===== config.mk =====
export PLATFORM = sky130hd
export DESIGN_NAME = line_pulse_gen
export DESIGN_NICKNAME = d
export VERILOG_FILES = /design/src/rtl/lp_pkg.sv /design/src/rtl/lp_line_counter.sv /design/src/rtl/lp_region_cfg.sv /design/src/rtl/lp_pass_engine.sv /design/src/rtl/line_pulse_gen.sv
export SDC_FILE = /design/constraint.sdc
export NUM_CORES = 1
export LEC_CHECK = 0
export ABC_AREA = 1
export BUFFER_PORTS_ARGS = -buffer_cell sky130_fd_sc_hd__buf_2
export CAP_MARGIN = 10
export CORE_ASPECT_RATIO = 1.4
export CORE_MARGIN = 4
export CORE_UTILIZATION = 54
export CTS_CLUSTER_DIAMETER = 50
export DETAILED_ROUTE_END_ITERATION = 12
export PLACE_DENSITY = 0.88
export SYNTH_ARGS = -nofsm -noshare
export SYNTH_HDL_FRONTEND = slang
export SYNTH_SLANG_ARGS = --single-unit

===== constraint.sdc =====
create_clock -name clk_i -period 2.3 [get_ports clk_i]
set_clock_uncertainty 0.1 [all_clocks]
set_input_delay 0.115 -clock clk_i [delete_from_list [all_inputs] [get_ports clk_i]]
set_output_delay 0.115 -clock clk_i [all_outputs]
set_load 0.01 [all_outputs]

===== src/rtl/lp_pkg.sv =====
package lp_pkg;
    localparam int LP_HW   = 12;
    localparam int LP_PW   = 8;
    localparam int LP_NREG = 5;
    localparam int LP_RW   = 2;
    localparam int LP_NPAT = 2;

    typedef enum logic {
        PAT_FIRST  = 1'b0,
        PAT_SECOND = 1'b1
    } pat_sel_e;
endpackage


===== src/rtl/lp_line_counter.sv =====
module lp_line_counter #(
    parameter int HW = 12
) (
    input  logic          clk_i,
    input  logic          rst_ni,
    input  logic [HW-1:0] line_len_i,
    output logic [HW-1:0] hcnt_o,
    output logic          wrap_o
);
    localparam logic [HW-1:0] ONE = HW'(1);

    typedef struct packed {
        logic [HW-1:0] hcnt;
    } state_t;

    state_t st_d, st_q;

    always_comb begin
        st_d = st_q;
        if (st_q.hcnt == line_len_i) begin
            st_d.hcnt = '0;
        end else begin
            st_d.hcnt = st_q.hcnt + ONE;
        end
    end

    always_ff @(posedge clk_i or negedge rst_ni) begin
        if (!rst_ni) begin
            st_q <= '0;
        end else begin
            st_q <= st_d;
        end
    end

    assign hcnt_o = st_q.hcnt;
    assign wrap_o = (st_q.hcnt == line_len_i);
endmodule


===== src/rtl/lp_region_cfg.sv =====
module lp_region_cfg #(
    parameter int NREG = 5,
    parameter int RW   = 2,
    parameter int IDXW = 3
) (
    input  logic                     clk_i,
    input  logic                     rst_ni,
    input  logic                     wrap_i,
    input  logic [IDXW-1:0]          region_i,
    input  logic [NREG-1:0]          sel_all_i,
    input  logic [NREG-1:0][RW-1:0]  rep_all_i,
    output lp_pkg::pat_sel_e         sel_o,
    output logic [RW-1:0]            rep_o
);
    typedef struct packed {
        lp_pkg::pat_sel_e sel;
        logic [RW-1:0]    rep;
    } state_t;

    state_t st_d, st_q;

    always_comb begin
        st_d = st_q;
        if (wrap_i) begin
            for (int r = 0; r < NREG; r++) begin
                if (region_i == IDXW'(r)) begin
                    st_d.sel = lp_pkg::pat_sel_e'(sel_all_i[r]);
                    st_d.rep = rep_all_i[r];
                end
            end
        end
    end

    always_ff @(posedge clk_i or negedge rst_ni) begin
        if (!rst_ni) begin
            st_q <= '{sel: lp_pkg::PAT_FIRST, rep: '0};
        end else begin
            st_q <= st_d;
        end
    end

    assign sel_o = st_q.sel;
    assign rep_o = st_q.rep;
endmodule


===== src/rtl/lp_pass_engine.sv =====
module lp_pass_engine #(
    parameter int HW = 12,
    parameter int PW = 8,
    parameter int RW = 2
) (
    input  logic          clk_i,
    input  logic          rst_ni,
    input  logic [HW-1:0] hcnt_i,
    input  logic          wrap_i,
    input  logic [HW-1:0] start0_i,
    input  logic [HW-1:0] pitch_i,
    input  logic [PW-1:0] len_i,
    input  logic [PW-1:0] tog1_i,
    input  logic [PW-1:0] tog2_i,
    input  logic [RW-1:0] rep_i,
    output logic          pulse_o,
    output logic          active_o,
    output logic [PW-1:0] pcnt_o,
    output logic [RW:0]   passes_o
);
    localparam logic [PW-1:0] PONE = PW'(1);
    localparam logic [RW:0]   NONE = (RW + 1)'(1);

    typedef struct packed {
        logic          active;
        logic [PW-1:0] pcnt;
        logic [RW:0]   passes;
        logic [HW:0]   target;
        logic          pulse;
    } state_t;

    state_t st_d, st_q;
    logic   at_start;

    always_comb begin
        if (st_q.passes == '0) begin
            at_start = (hcnt_i == start0_i);
        end else begin
            at_start = ({1'b0, hcnt_i} == st_q.target);
        end
    end

    always_comb begin
        st_d = st_q;
        if (wrap_i) begin
            st_d.active = 1'b0;
            st_d.pcnt   = '0;
            st_d.passes = '0;
            st_d.pulse  = 1'b0;
        end else if (st_q.active) begin
            if (st_q.pcnt == len_i) begin
                st_d.active = 1'b0;
            end else begin
                st_d.pcnt = st_q.pcnt + PONE;
            end
            if (st_q.pcnt == tog1_i) begin
                st_d.pulse = 1'b1;
            end else if (st_q.pcnt == tog2_i) begin
                st_d.pulse = 1'b0;
            end
        end else if (at_start && (st_q.passes <= {1'b0, rep_i})) begin
            st_d.active = 1'b1;
            st_d.pcnt   = '0;
            st_d.passes = st_q.passes + NONE;
            st_d.target = {1'b0, hcnt_i} + {1'b0, pitch_i};
            st_d.pulse  = 1'b0;
        end
    end

    always_ff @(posedge clk_i or negedge rst_ni) begin
        if (!rst_ni) begin
            st_q <= '0;
        end else begin
            st_q <= st_d;
        end
    end

    assign pulse_o  = st_q.pulse;
    assign active_o = st_q.active;
    assign pcnt_o   = st_q.pcnt;
    assign passes_o = st_q.passes;
endmodule


===== src/rtl/line_pulse_gen.sv =====
module line_pulse_gen #(
    parameter int HW   = lp_pkg::LP_HW,
    parameter int PW   = lp_pkg::LP_PW,
    parameter int NREG = lp_pkg::LP_NREG,
    parameter int RW   = lp_pkg::LP_RW,
    localparam int NPAT = lp_pkg::LP_NPAT,
    localparam int IDXW = $clog2(NREG)
) (
    input  logic                     clk_i,
    input  logic                     rst_ni,
    input  logic [HW-1:0]            line_len_i,
    input  logic [HW-1:0]            start0_i,
    input  logic [HW-1:0]            pitch_i,
    input  logic [NPAT-1:0][PW-1:0]  pat_len_i,
    input  logic [NPAT-1:0][PW-1:0]  pat_tog1_i,
    input  logic [NPAT-1:0][PW-1:0]  pat_tog2_i,
    input  logic [IDXW-1:0]          region_i,
    input  logic [NREG-1:0]          region_sel_i,
    input  logic [NREG-1:0][RW-1:0]  region_rep_i,
    input  logic                     invert_i,
    output logic                     pulse_o
);
    logic [HW-1:0]    hcnt;
    logic             wrap;
    lp_pkg::pat_sel_e sel_cur;
    logic [RW-1:0]    rep_cur;
    logic [PW-1:0]    cur_len, cur_tog1, cur_tog2;
    logic             pulse_raw, active;
    logic [PW-1:0]    pcnt;
    logic [RW:0]      passes;

    lp_line_counter #(.HW(HW)) u_line (
        .clk_i      (clk_i),
        .rst_ni     (rst_ni),
        .line_len_i (line_len_i),
        .hcnt_o     (hcnt),
        .wrap_o     (wrap)
    );

    lp_region_cfg #(.NREG(NREG), .RW(RW), .IDXW(IDXW)) u_cfg (
        .clk_i     (clk_i),
        .rst_ni    (rst_ni),
        .wrap_i    (wrap),
        .region_i  (region_i),
        .sel_all_i (region_sel_i),
        .rep_all_i (region_rep_i),
        .sel_o     (sel_cur),
        .rep_o     (rep_cur)
    );

    assign cur_len  = pat_len_i[sel_cur];
    assign cur_tog1 = pat_tog1_i[sel_cur];
    assign cur_tog2 = pat_tog2_i[sel_cur];

    lp_pass_engine #(.HW(HW), .PW(PW), .RW(RW)) u_pass (
        .clk_i    (clk_i),
        .rst_ni   (rst_ni),
        .hcnt_i   (hcnt),
        .wrap_i   (wrap),
        .start0_i (start0_i),
        .pitch_i  (pitch_i),
        .len_i    (cur_len),
        .tog1_i   (cur_tog1),
        .tog2_i   (cur_tog2),
        .rep_i    (rep_cur),
        .pulse_o  (pulse_raw),
        .active_o (active),
        .pcnt_o   (pcnt),
        .passes_o (passes)
    );

    assign pulse_o = pulse_raw ^ invert_i;
endmodule


## Yosys cells after proc, flatten, opt, wreduce, memory -nomap -nowiden

Index checks and enable logic that the tools add are counted.

| storage, ports and cells | value |
|---|---|
| bits in registers | 41 |
| bits of input ports | 105 |
| output and inout port bits | 1 |
| logic and storage cells | 64 |

| operators by class | value |
|---|---|
| add/subtract/negate cells | 4 |
| $lt $le $gt $ge | 2 |
| equality and inequality tests | 13 |
| muxes and demuxes | 23 |
| bitwise gates (word level) | 3 |
| reduce and logical (&&, ||, !) cells | 11 |

Operators with widths:

| cell | number |
|---|---|
| 8-bit 2-to-1 mux | 7 |
| 26-bit 2-to-1 mux | 1 |
| 12-bit == test | 2 |
| 8-bit == test | 3 |
| 12-bit 2-to-1 mux | 2 |
| 16-bit 2-to-1 mux | 1 |
| 3-bit 2-to-1 mux | 5 |
| 12-bit by 12-bit adder with 13-bit output | 1 |
| 12-bit by 13-bit == test with 1-bit output | 1 |
| 12-bit by 1-bit adder with 12-bit output, second input constant | 1 |
| 9-bit 2-to-1 mux | 1 |
| 8-bit by 1-bit adder with 8-bit output, second input constant | 1 |
| 2-bit AND reduction | 4 |
| 3-bit by 2-bit == test with 1-bit output, second input constant | 2 |
| 3-bit logical NOT | 2 |
| 1-bit 2-to-1 mux | 6 |
| 5-bit nonzero test | 1 |
| 4-bit inequality test, second input constant | 1 |
| 3-bit by 1-bit adder with 3-bit output, second input constant | 1 |
| 3-bit by 1-bit == test with 1-bit output, second input constant | 1 |
| 3-bit == test, second input constant | 1 |
| 3-bit by 2-bit less-or-equal comparator with 1-bit output | 1 |
| 3-bit inequality test, second input constant | 1 |
| 3-bit AND reduction | 1 |
| other kinds (7) | 8 |

## Longest topological paths before layout

Gate-level depths: netlist of the first run.

| depth | value |
|---|---|
| depth after elaboration | 7 |
| mapped depth | 16 |
| mapped depth without buffers | 15 |

## Cells and area by module

A second synthesis of the first run with hierarchy kept.

| second synthesis, totals | value |
|---|---|
| cells, all modules | 705 |
| area total of the unflattened synthesis | 4381.7 um^2 |

By module, submodules not included:

| module | times used | cells an instance | area an instance (um^2) | seq. area each (um^2) |
|---|---|---|---|---|
| lp_pass_engine | 1 | 427 | 2763.9 | 650.6 |
| lp_line_counter | 1 | 137 | 902.1 | 300.3 |
| line_pulse_gen | 1 | 83 | 392.9 | 0.0 |
| lp_region_cfg | 1 | 58 | 322.8 | 75.1 |

## Worst setup path before layout of the first run

OpenSTA, ideal clock, no wires.

| timing path | value |
|---|---|
| path kind | register -> register |
| from | register u_pass.st_q, in the netlist u_pass.passes_o[0] |
| to | register u_pass.st_q, in the netlist u_pass.pcnt_o[5] |
| setup time | 0.118 ns |
| data arrival time | 1.875 ns |
| required time | 2.082 ns |
| slack | 0.207 ns |
| stages on the path, launching flop included | 16 |
| path buffers | 2 |
| period minus slack after synthesis | 2.093 ns |
| cell sequence | dfrtp_1 inv_1 ha_1 buf_4 nand3_1 nand3_1 nand2_1 nor2_1 nand2_1 nor2_1 nand2_1 buf_4 nand2_4 nand2_4 nand2_1 nand2_1 |

| on the way | value |
|---|---|
| cells in the longest elaborated chain, start to end | 5 |
| elaborated cells between the ends (all ways) | 6 |
| classes of those cells | order compare: 1; mux: 1; reduce/logical: 4 |

RTL lines:

| what | RTL line | text |
|---|---|---|
| from (decl) | lp_pass_engine.sv:32 | `state_t st_d, st_q;` |
| from (signal assigned) | lp_pass_engine.sv:74 | `st_q <= st_d;` |
| branches (longest 2 deep; another with 3-bit by 2-bit less-or-equal comparator with 1-bit output) | -- |  |
| 1-bit logical AND * | lp_pass_engine.sv:61 | `end else if (at_start && (st_q.passes <= {1'b0, rep_i})) begin` |
| 3-bit nonzero test (no line) * | -- |  |
| 2-bit AND reduction (no line) * | -- |  |

Mark *: on every way between the ends.
A chain may end at the register's enable or synchronous reset.

## Worst setup path in the final report of the first run

| timing path | value |
|---|---|
| from | register u_pass.st_q, in the netlist u_pass.passes_o[0] |
| to | register u_pass.st_q, in the netlist u_pass.passes_o[0] |

| on the way | value |
|---|---|
| cells in the longest elaborated chain, start to end | 5 |
| elaborated cells between the ends (all ways) | 10 |
| classes of those cells | add/sub: 1; order compare: 1; mux: 4; reduce/logical: 4 |

RTL lines:

| what |
|---|
| branches (longest 5 deep; another with 3-bit by 1-bit adder with 3-bit output) |

Parallel ways; which one is timed is not known. The select of a mux whose other input is x is not followed.

==> results of run 1 <==
-- layer usage --
metal | share of wire (%) | vias up | wire, µm
met1 | 37 | 1847 | 3770
met4 | 5.8 | 0 | 589
met3 | 5.7 | 42 | 586
met2 | 52 | 145 | 5260
li1 | - | 2211 | -
met5 | 0 | - | 0
-- worst reg2reg max path: stages, from the launching register on --
cell and delay [ps]:
dfrtp_1 420, inv_2 100, ha_4 150, buf_12 140, nand2_8 100, nand2_1 110, nand2_1 50, nand2_1 50
nand2_1 50, nor2_1 100, nand2_1 70, nor2_1 80, nand2_1 90, buf_6 160, nand2_1 60, nand2_1 90
nand2_1 90, nand2_1 60
-- report_power, final --
| group | total, mW | leakage (nW) | switching, mW | internal, mW |
|---|---|---|---|---|
| clock network | 0.471 | 0.0374 | 0.257 | 0.214 |
| logic | 1.16 | 2.18 | 0.655 | 0.505 |
| registers | 0.937 | 0.520 | 0.146 | 0.791 |
-- stage by stage --
stage	setup slack (ps)	setup TNS [ps]	area, µm²	std cells
after detailed placement	-7.18	-11.4	4620	822
after CTS	27.2	0	4760	834
after floorplan	207	0	3950	627
after global routing	-19.7	-137	4800	836
after global placement	22.3	0	4620	822
final	115	0	4800	836
-- sequential cells by signal, indices dropped and copies added (netlist names) --
signal,cells
u_pass.st_q,13
u_pass.active_o,1
u_pass.passes_o,3
u_cfg.sel_o,1
u_line.hcnt_o,12
u_pass.pcnt_o,8
u_pass.pulse_o,1
u_cfg.rep_o,2
-- layout by cell type, fill, tap and decap left out, types with 13 or more instances in the layout --
cell type / instances
ha_1: 17
xnor2_1: 13
o21ai_0: 52
nand3_1: 68
dfrtp_1: 41
nand2_1: 187
nand4_1: 13
xor2_1: 34
nor2_1: 38
buf_2: 105
inv_1: 103
-- repair_timing --
item	4_1_cts	5_1_grt
buffers inserted	0	2
endpoints found under the hold margin	44	0
hold buffers	4	0
pin swaps	0	1
endpoints found under the setup margin	8	25
gates resized for setup	3	7
-- worst max-delay path by stage --
stage	from	end	slack, ps	cells after the start
floorplan	u_pass.passes_o[0]	u_pass.pcnt_o[5]	210	15
global placement	u_pass.passes_o[0]	u_pass.pcnt_o[5]	20	16
detailed placement	u_pass.passes_o[0]	u_pass.pcnt_o[3]	-7	17
CTS	u_pass.passes_o[0]	u_pass.pcnt_o[3]	30	17
global route	u_pass.passes_o[0]	u_pass.passes_o[0]	-20	16
finish	u_pass.passes_o[0]	u_pass.passes_o[0]	110	17
-- cell type report --
| cell class | instances | area share (%) |
|---|---|---|
| clock buffer | 6 | 1.51 |
| clock inverter | 2 | 0.313 |
| inverter | 105 | 8.21 |
| multi-input combinational | 465 | 51.7 |
| sequential | 41 | 21.4 |
| tap | 95 | 2.47 |
| timing repair buffer | 122 | 14.4 |
-- cells by family after synthesis --
group	count (synthesis)	share of synthesized area (%)
AND/OR/NAND/NOR	319	34.2
buffers and inverters	121	12.1
AO/OA/AOI/OAI	80	11.0
XOR/XNOR	47	10.4
flip-flops	41	26.0
adder cells (fa/ha/maj)	19	6.21
==> summary.txt, run 1 <==
Clock network
  • Clock Pin Slew Worst Setup and Hold Paths: 80 ps
  • CTS tree: yes
  • CTS sink count: 41
  • Worst-Skew Late Latency: between 200 and 300 ps
  • # H-tree levels: 2
  • CTS Buffer Depth: 2
  • CTS Buf Count: 5
  • Root buffer cell: clkbuf_8

Worst setup path
  • CP Cell Sequence: inv_2 > ha_4 > buf_12 > nand2_8 > nand2_1 > nand2_1 > nand2_1 > nand2_1 > nor2_1 > nand2_1 > nor2_1 > nand2_1 > buf_6 > nand2_1 > nand2_1 > nand2_1 > nand2_1
  • R2r startpoint: u_pass.passes_o[0]
  • Startpoint Class: flip-flop
  • Worst R2R Path Depth: 17
  • WS Path Type: reg -> reg
  • Worst R2R End: u_pass.passes_o[0]
  • Max FO, Critical Path: 16
  • CP max stage delay: 420 ps
  • Crit path arrival time: ~2300 ps
  • Buf/Inv on CP: 3
  • R2R Setup Slk: between 100 and 150 ps
  • CP required: 2390 ps
  • Crit path max-delay family: simple AND/OR/NAND/NOR gates
  • Critical-path top delay cell: dfrtp_1
  • Crit end category: flip-flop
  • Crit-path most repeated cell: nand2_1

Route
  • Via Count: about 4.2k
  • Vias per inst: about 5
  • Residual DRC: 0
  • Total length of routed wires: 10200 µm
  • WL/cell: about 12 µm
  • ANT nets after route: 0
  • Iteration-0 DRC count of the detailed router: around 180
  • Drt pass-1 iters: 7

Synth
  • Share of Yosys cell area claimed by the top area cell type: 26.0%
  • Commonest cells in the netlist: nand2_1, inv_1, nand3_1
  • Largest area contributor in the netlist: dfrtp_1
  • Ys async rst share: 100%
  • #FFs+latches synth: slightly above 40
  • Mapped Area: roughly 0.004 mm²
  • Most common cell in the synthesized netlist: nand2_1
  • Top FF cell, synth: dfrtp_1
  • Synth unique cells: 28
  • Post-Syn Nets: approximately 750
  • Synth Instances: about 630
  • Post-synth EDFFs: 0
  • Average cell area after synthesis: around 6.3 µm²
  • Post-synthesis sequential area ratio: about a quarter
  • Synth area leaders: dfrtp_1, nand2_1, inv_1, nand3_1, xor2_1
  • Synth Warn #: 0

STA
  • Fin crit share: a little over nine tenths
  • Worst Max-Slew Pin Slew: just under 900 ps
  • Worst slew margin: between 40 and 50%
  • Worst hold slack: 28.7 ps
  • Setup Viol. Count Final: 0
  • F_max: about 460 MHz
  • Max-slew violations: 0
  • Hold Violations, Final: 0
  • Tmin final: approximately 2200 ps

Global route
  • GRT Residual Overflow: 0
  • Most used routing layer: met2
  • Met1 usage: between 20% and 30%
  • Met3 Usage GRT: under 10%
  • Initial antenna violation count: 0
  • Met2 usage: 43.8%
  • Vias in the first global route: 3936
  • GRT Util Overall: a little under a quarter
  • Pin count of the biggest net entering global routing: 42
  • Global-route wire length before repair: between 15000 and 20000 µm

Pwr
  • Overall Power: between 2 and 3 mW
  • Power Density: 535 mW/mm²
  • Worst VDD drop: between 0.0003 and 0.0004 V
  • Cell leakage power: around 2.7 nW

Layout
  • Layout cells sized above 1: a little under a fifth
  • Filler cells: between 600 and 700
  • Ant. Diodes: 0
  • Final Util: between 60% and 70%
  • Area of the multi-input gates: roughly 0.0025 mm²
  • Nets: 864
  • Register area: 0.00103 mm²
  • Area Growth Syn to Fin: 21.7%

Floorplanning
  • Starting Density: a little under three fifths
  • Die width: ~80 µm
  • Die Ht: between 100 and 150 µm
  • Io pins: 106
  • Core Area: 0.00703 mm²
  • Site row count: 36
  • Die Footprint: about 0.009 mm²

Hold path
  • Endpoint, Worst Hold: u_cfg.rep_o[0]
  • Worst hold start: region_i[2]
  • Worst hold-check path type: in -> reg
  • Hold Path Stages: 3

Placed design
  • Hpwl dp: between 8000 and 9000 µm
  • Placer Congestion: ~0.97
  • Port bufs: roughly 110

Flow run
  • Max-cap violations: 0

Run status
  • Status: finished clean
No activity file was read; power rests on OpenSTA's default activity.
==> run 2: changes to the inputs <==
Settings changed: ABC_AREA 1 to unset, CORE_UTILIZATION 54 to 53, PLACE_DENSITY 0.88 to 0.87.
==> summary.txt, run 2 <==
Run status
  • Status: complete, but fails checks
  • Failing checks: setup timing

Placed design
  • Hpwl dp: roughly 8500 µm
  • Place WS: -328 ps
  • Port bufs: around 110
  • Placed Cells: between 600 and 700
  • Placer Congestion: between 0.9 and 1

Global route
  • GRT Residual Overflow: 0
  • Pin count of the biggest net entering global routing: 42
  • Met2 usage: around half
  • Initial antenna violation count: 0
  • Global-route wire length before repair: roughly 18000 µm
  • Met3 Usage GRT: under 10%
  • GRT Util Overall: 26.8%
  • Vias in the first global route: 3926
  • Most used routing layer: met2
  • Met1 usage: 28.2%

Route
  • Drt pass-1 iters: 5
  • Iteration-0 DRC count of the detailed router: ~310
  • Residual DRC: 0
  • WL/cell: around 19 µm
  • ANT nets after route: 0
  • Via Count: ~4k
  • Total length of routed wires: around 12000 µm
  • Vias per inst: approximately 5.9

Layout
  • Ant. Diodes: 0
  • Most frequent cells in the layout: buf_2, xnor2_1, buf_4
  • Area Growth Syn to Fin: 39.2%
  • Area of the multi-input gates: around 0.0028 mm²
  • Non-Filler Instances: between 600 and 700
  • Most common cell after layout, fill and taps aside: buf_2
  • Filler cells: 449
  • Nets: 687
  • Register area: between 0.001 and 0.0015 mm²
  • Max FFs per register: 13
  • Top reg by flops: u_pass.st_q
  • Layout cells sized above 1: approximately two fifths

Synth
  • Post-synth EDFFs: 0
  • Most common cell in the synthesized netlist: xnor2_1
  • Top FF cell, synth: dfrtp_1
  • Share of Yosys cell area claimed by the top area cell type: between 20 and 30%
  • Post-synthesis sequential area ratio: 27.8%
  • Commonest cells in the netlist: xnor2_1, dfrtp_1, mux2i_1
  • Largest area contributor in the netlist: dfrtp_1
  • #FFs+latches synth: 41
  • Synth Warn #: 0
  • Ys async rst share: 100%
  • Synth unique cells: 58
  • Synth Instances: between 400 and 500
  • Mapped Area: between 0.003 and 0.004 mm²
  • Average cell area after synthesis: between 8 and 9 µm²
  • Post-Syn Nets: 540
  • Synth area leaders: dfrtp_1, xnor2_1, mux2i_1, ha_1, xor2_1

Pwr
  • Worst VDD drop: ~0.00064 V
  • Power Density: between 700 and 800 mW/mm²
  • Overall Power: 4.06 mW
  • Cell leakage power: between 2 and 2.5 nW

Floorplanning
  • Core Area: roughly 0.0067 mm²
  • Starting Density: between 50% and 60%
  • Die width: 78.6 µm
  • Die Footprint: about 0.0084 mm²
  • Die Ht: between 100 and 150 µm
  • Site row count: 35
  • Io pins: around 110

Worst setup path
  • R2R Setup Slk: -330 ps
  • CP max stage delay: 450 ps
  • Startpoint Class: flip-flop
  • CP Cell Sequence: inv_2 > ha_4 > nor2b_4 > mux2i_2 > xor2_1 > nand4_4 > nor4_4 > buf_4 > clkbuf_16 > mux2_4
  • Crit end category: flip-flop
  • Worst R2R Path Depth: 10
  • Crit path arrival time: roughly 2700 ps
  • Critical-path top delay cell: dfrtp_2
  • R2r startpoint: u_pass.passes_o[1]
  • CP required: roughly 2400 ps
  • Max FO, Critical Path: 6
  • CP startpoint: u_pass.passes_o[1]
  • WS Path Type: reg -> reg
  • Worst R2R End: u_pass.st_q[4]

Clock network
  • Clock Pin Slew Worst Setup and Hold Paths: 100 ps
  • Worst-Skew Late Latency: between 300 and 400 ps
  • CTS tree: yes
  • # H-tree levels: 2
  • Root buffer cell: clkbuf_8
  • CTS Buf Count: 5
  • CTS Buffer Depth: 2
  • CTS sink count: 41

STA
  • Setup Viol. Count Final: 26
  • F_max: approximately 380 MHz
  • Hold Violations, Final: 0
  • Worst hold slack: 98.4 ps
  • RSZ-0062 raised after global routing: yes
  • Worst Max-Slew Pin Slew: 979 ps
  • Worst slew margin: about a third
  • Tmin final: between 2000 and 3000 ps
  • Final worst slack: -330 ps
  • Max-slew violations: 0
  • Fin crit share: 114%
  • Setup TNS: -6750 ps

Hold path
  • Worst hold start: pitch_i[0]
  • Worst hold-check path type: in -> reg
  • Hold Path Stages: 3
  • Endpoint, Worst Hold: u_pass.st_q[1]

Flow run
  • Max-cap violations: 0
==> run 2: cell families (layout without fill, tap and decap cells) <==
group | after synthesis | in the layout | share of synthesized area [%]
adders and majority gates | 19 | 19 | 6.64
xor gates and xnor gates | 64 | 64 | 15.2
DFF | 41 | 41 | 27.8
and+or+nand+nor | 107 | 107 | 15.4
muxes | 44 | 44 | 12.4
AOI/OAI and AO/OA | 94 | 94 | 17.2
buffers and inverters | 47 | 195 | 5.48
==> run 2: timing repair <==
item                                    4_1_cts  5_1_grt
cloned                                        0        1
hold buffers                                  1        0
endpoints found under the setup margin       26       26
hold endpoints to repair                     41        0
gates resized for setup                      25       37
pin swaps                                     6        9
setup buffers                                 7        3
==> run 2: worst max-delay path by stage <==
stage                           end
finish               u_pass.st_q[4]
global route         u_pass.st_q[5]
CTS                  u_pass.st_q[6]
detailed placement  u_pass.st_q[12]
global placement    u_pass.st_q[12]
floorplan           u_pass.st_q[10]
==> run 2: through the flow <==
step | utilization (%) | area [µm²]
floorplan | - | 3710
global placement | 69.0 | 4630
detailed placement | 69.0 | 4630
CTS | 73.2 | 4910
global route | 76.8 | 5140
finish | 76.8 | 5140
==> run 2: final cells by class <==
| class | instances | share of cell area (%) |
|---|---|---|
| multi-input combinational | 328 | 53.6 |
| clock inverter | 3 | 0.900 |
| inverter | 24 | 1.75 |
| clock buffer | 5 | 1.34 |
| timing repair buffer | 163 | 20.2 |
| sequential | 41 | 20.0 |
| tap | 92 | 2.24 |
==> run 2: layer usage <==
metal / part of all wire, % / up-vias
met5: 0 / -
met4: 6.0 / 0
met3: 7.2 / 65
met2: 52 / 227
met1: 35 / 1809
li1: - / 1795
==> run 2: power by group <==
part	leakage [nW]	internal, mW	switching (mW)
Clock	0.0543	0.325	0.291
Sequential	0.521	0.864	0.204
Combinational	1.73	1.12	1.26
==> run 2: worst max-delay path, delay by kind of cell, from the launching register on <==
| family | cells | cell delay [ps] |
|---|---|---|
| adder cells (fa/ha/maj) | 1 | 140 |
| flip-flops | 1 | 450 |
| XOR/XNOR | 1 | 270 |
| buffers and inverters | 3 | 410 |
| multiplexers | 2 | 550 |
| AND/OR/NAND/NOR | 3 | 590 |
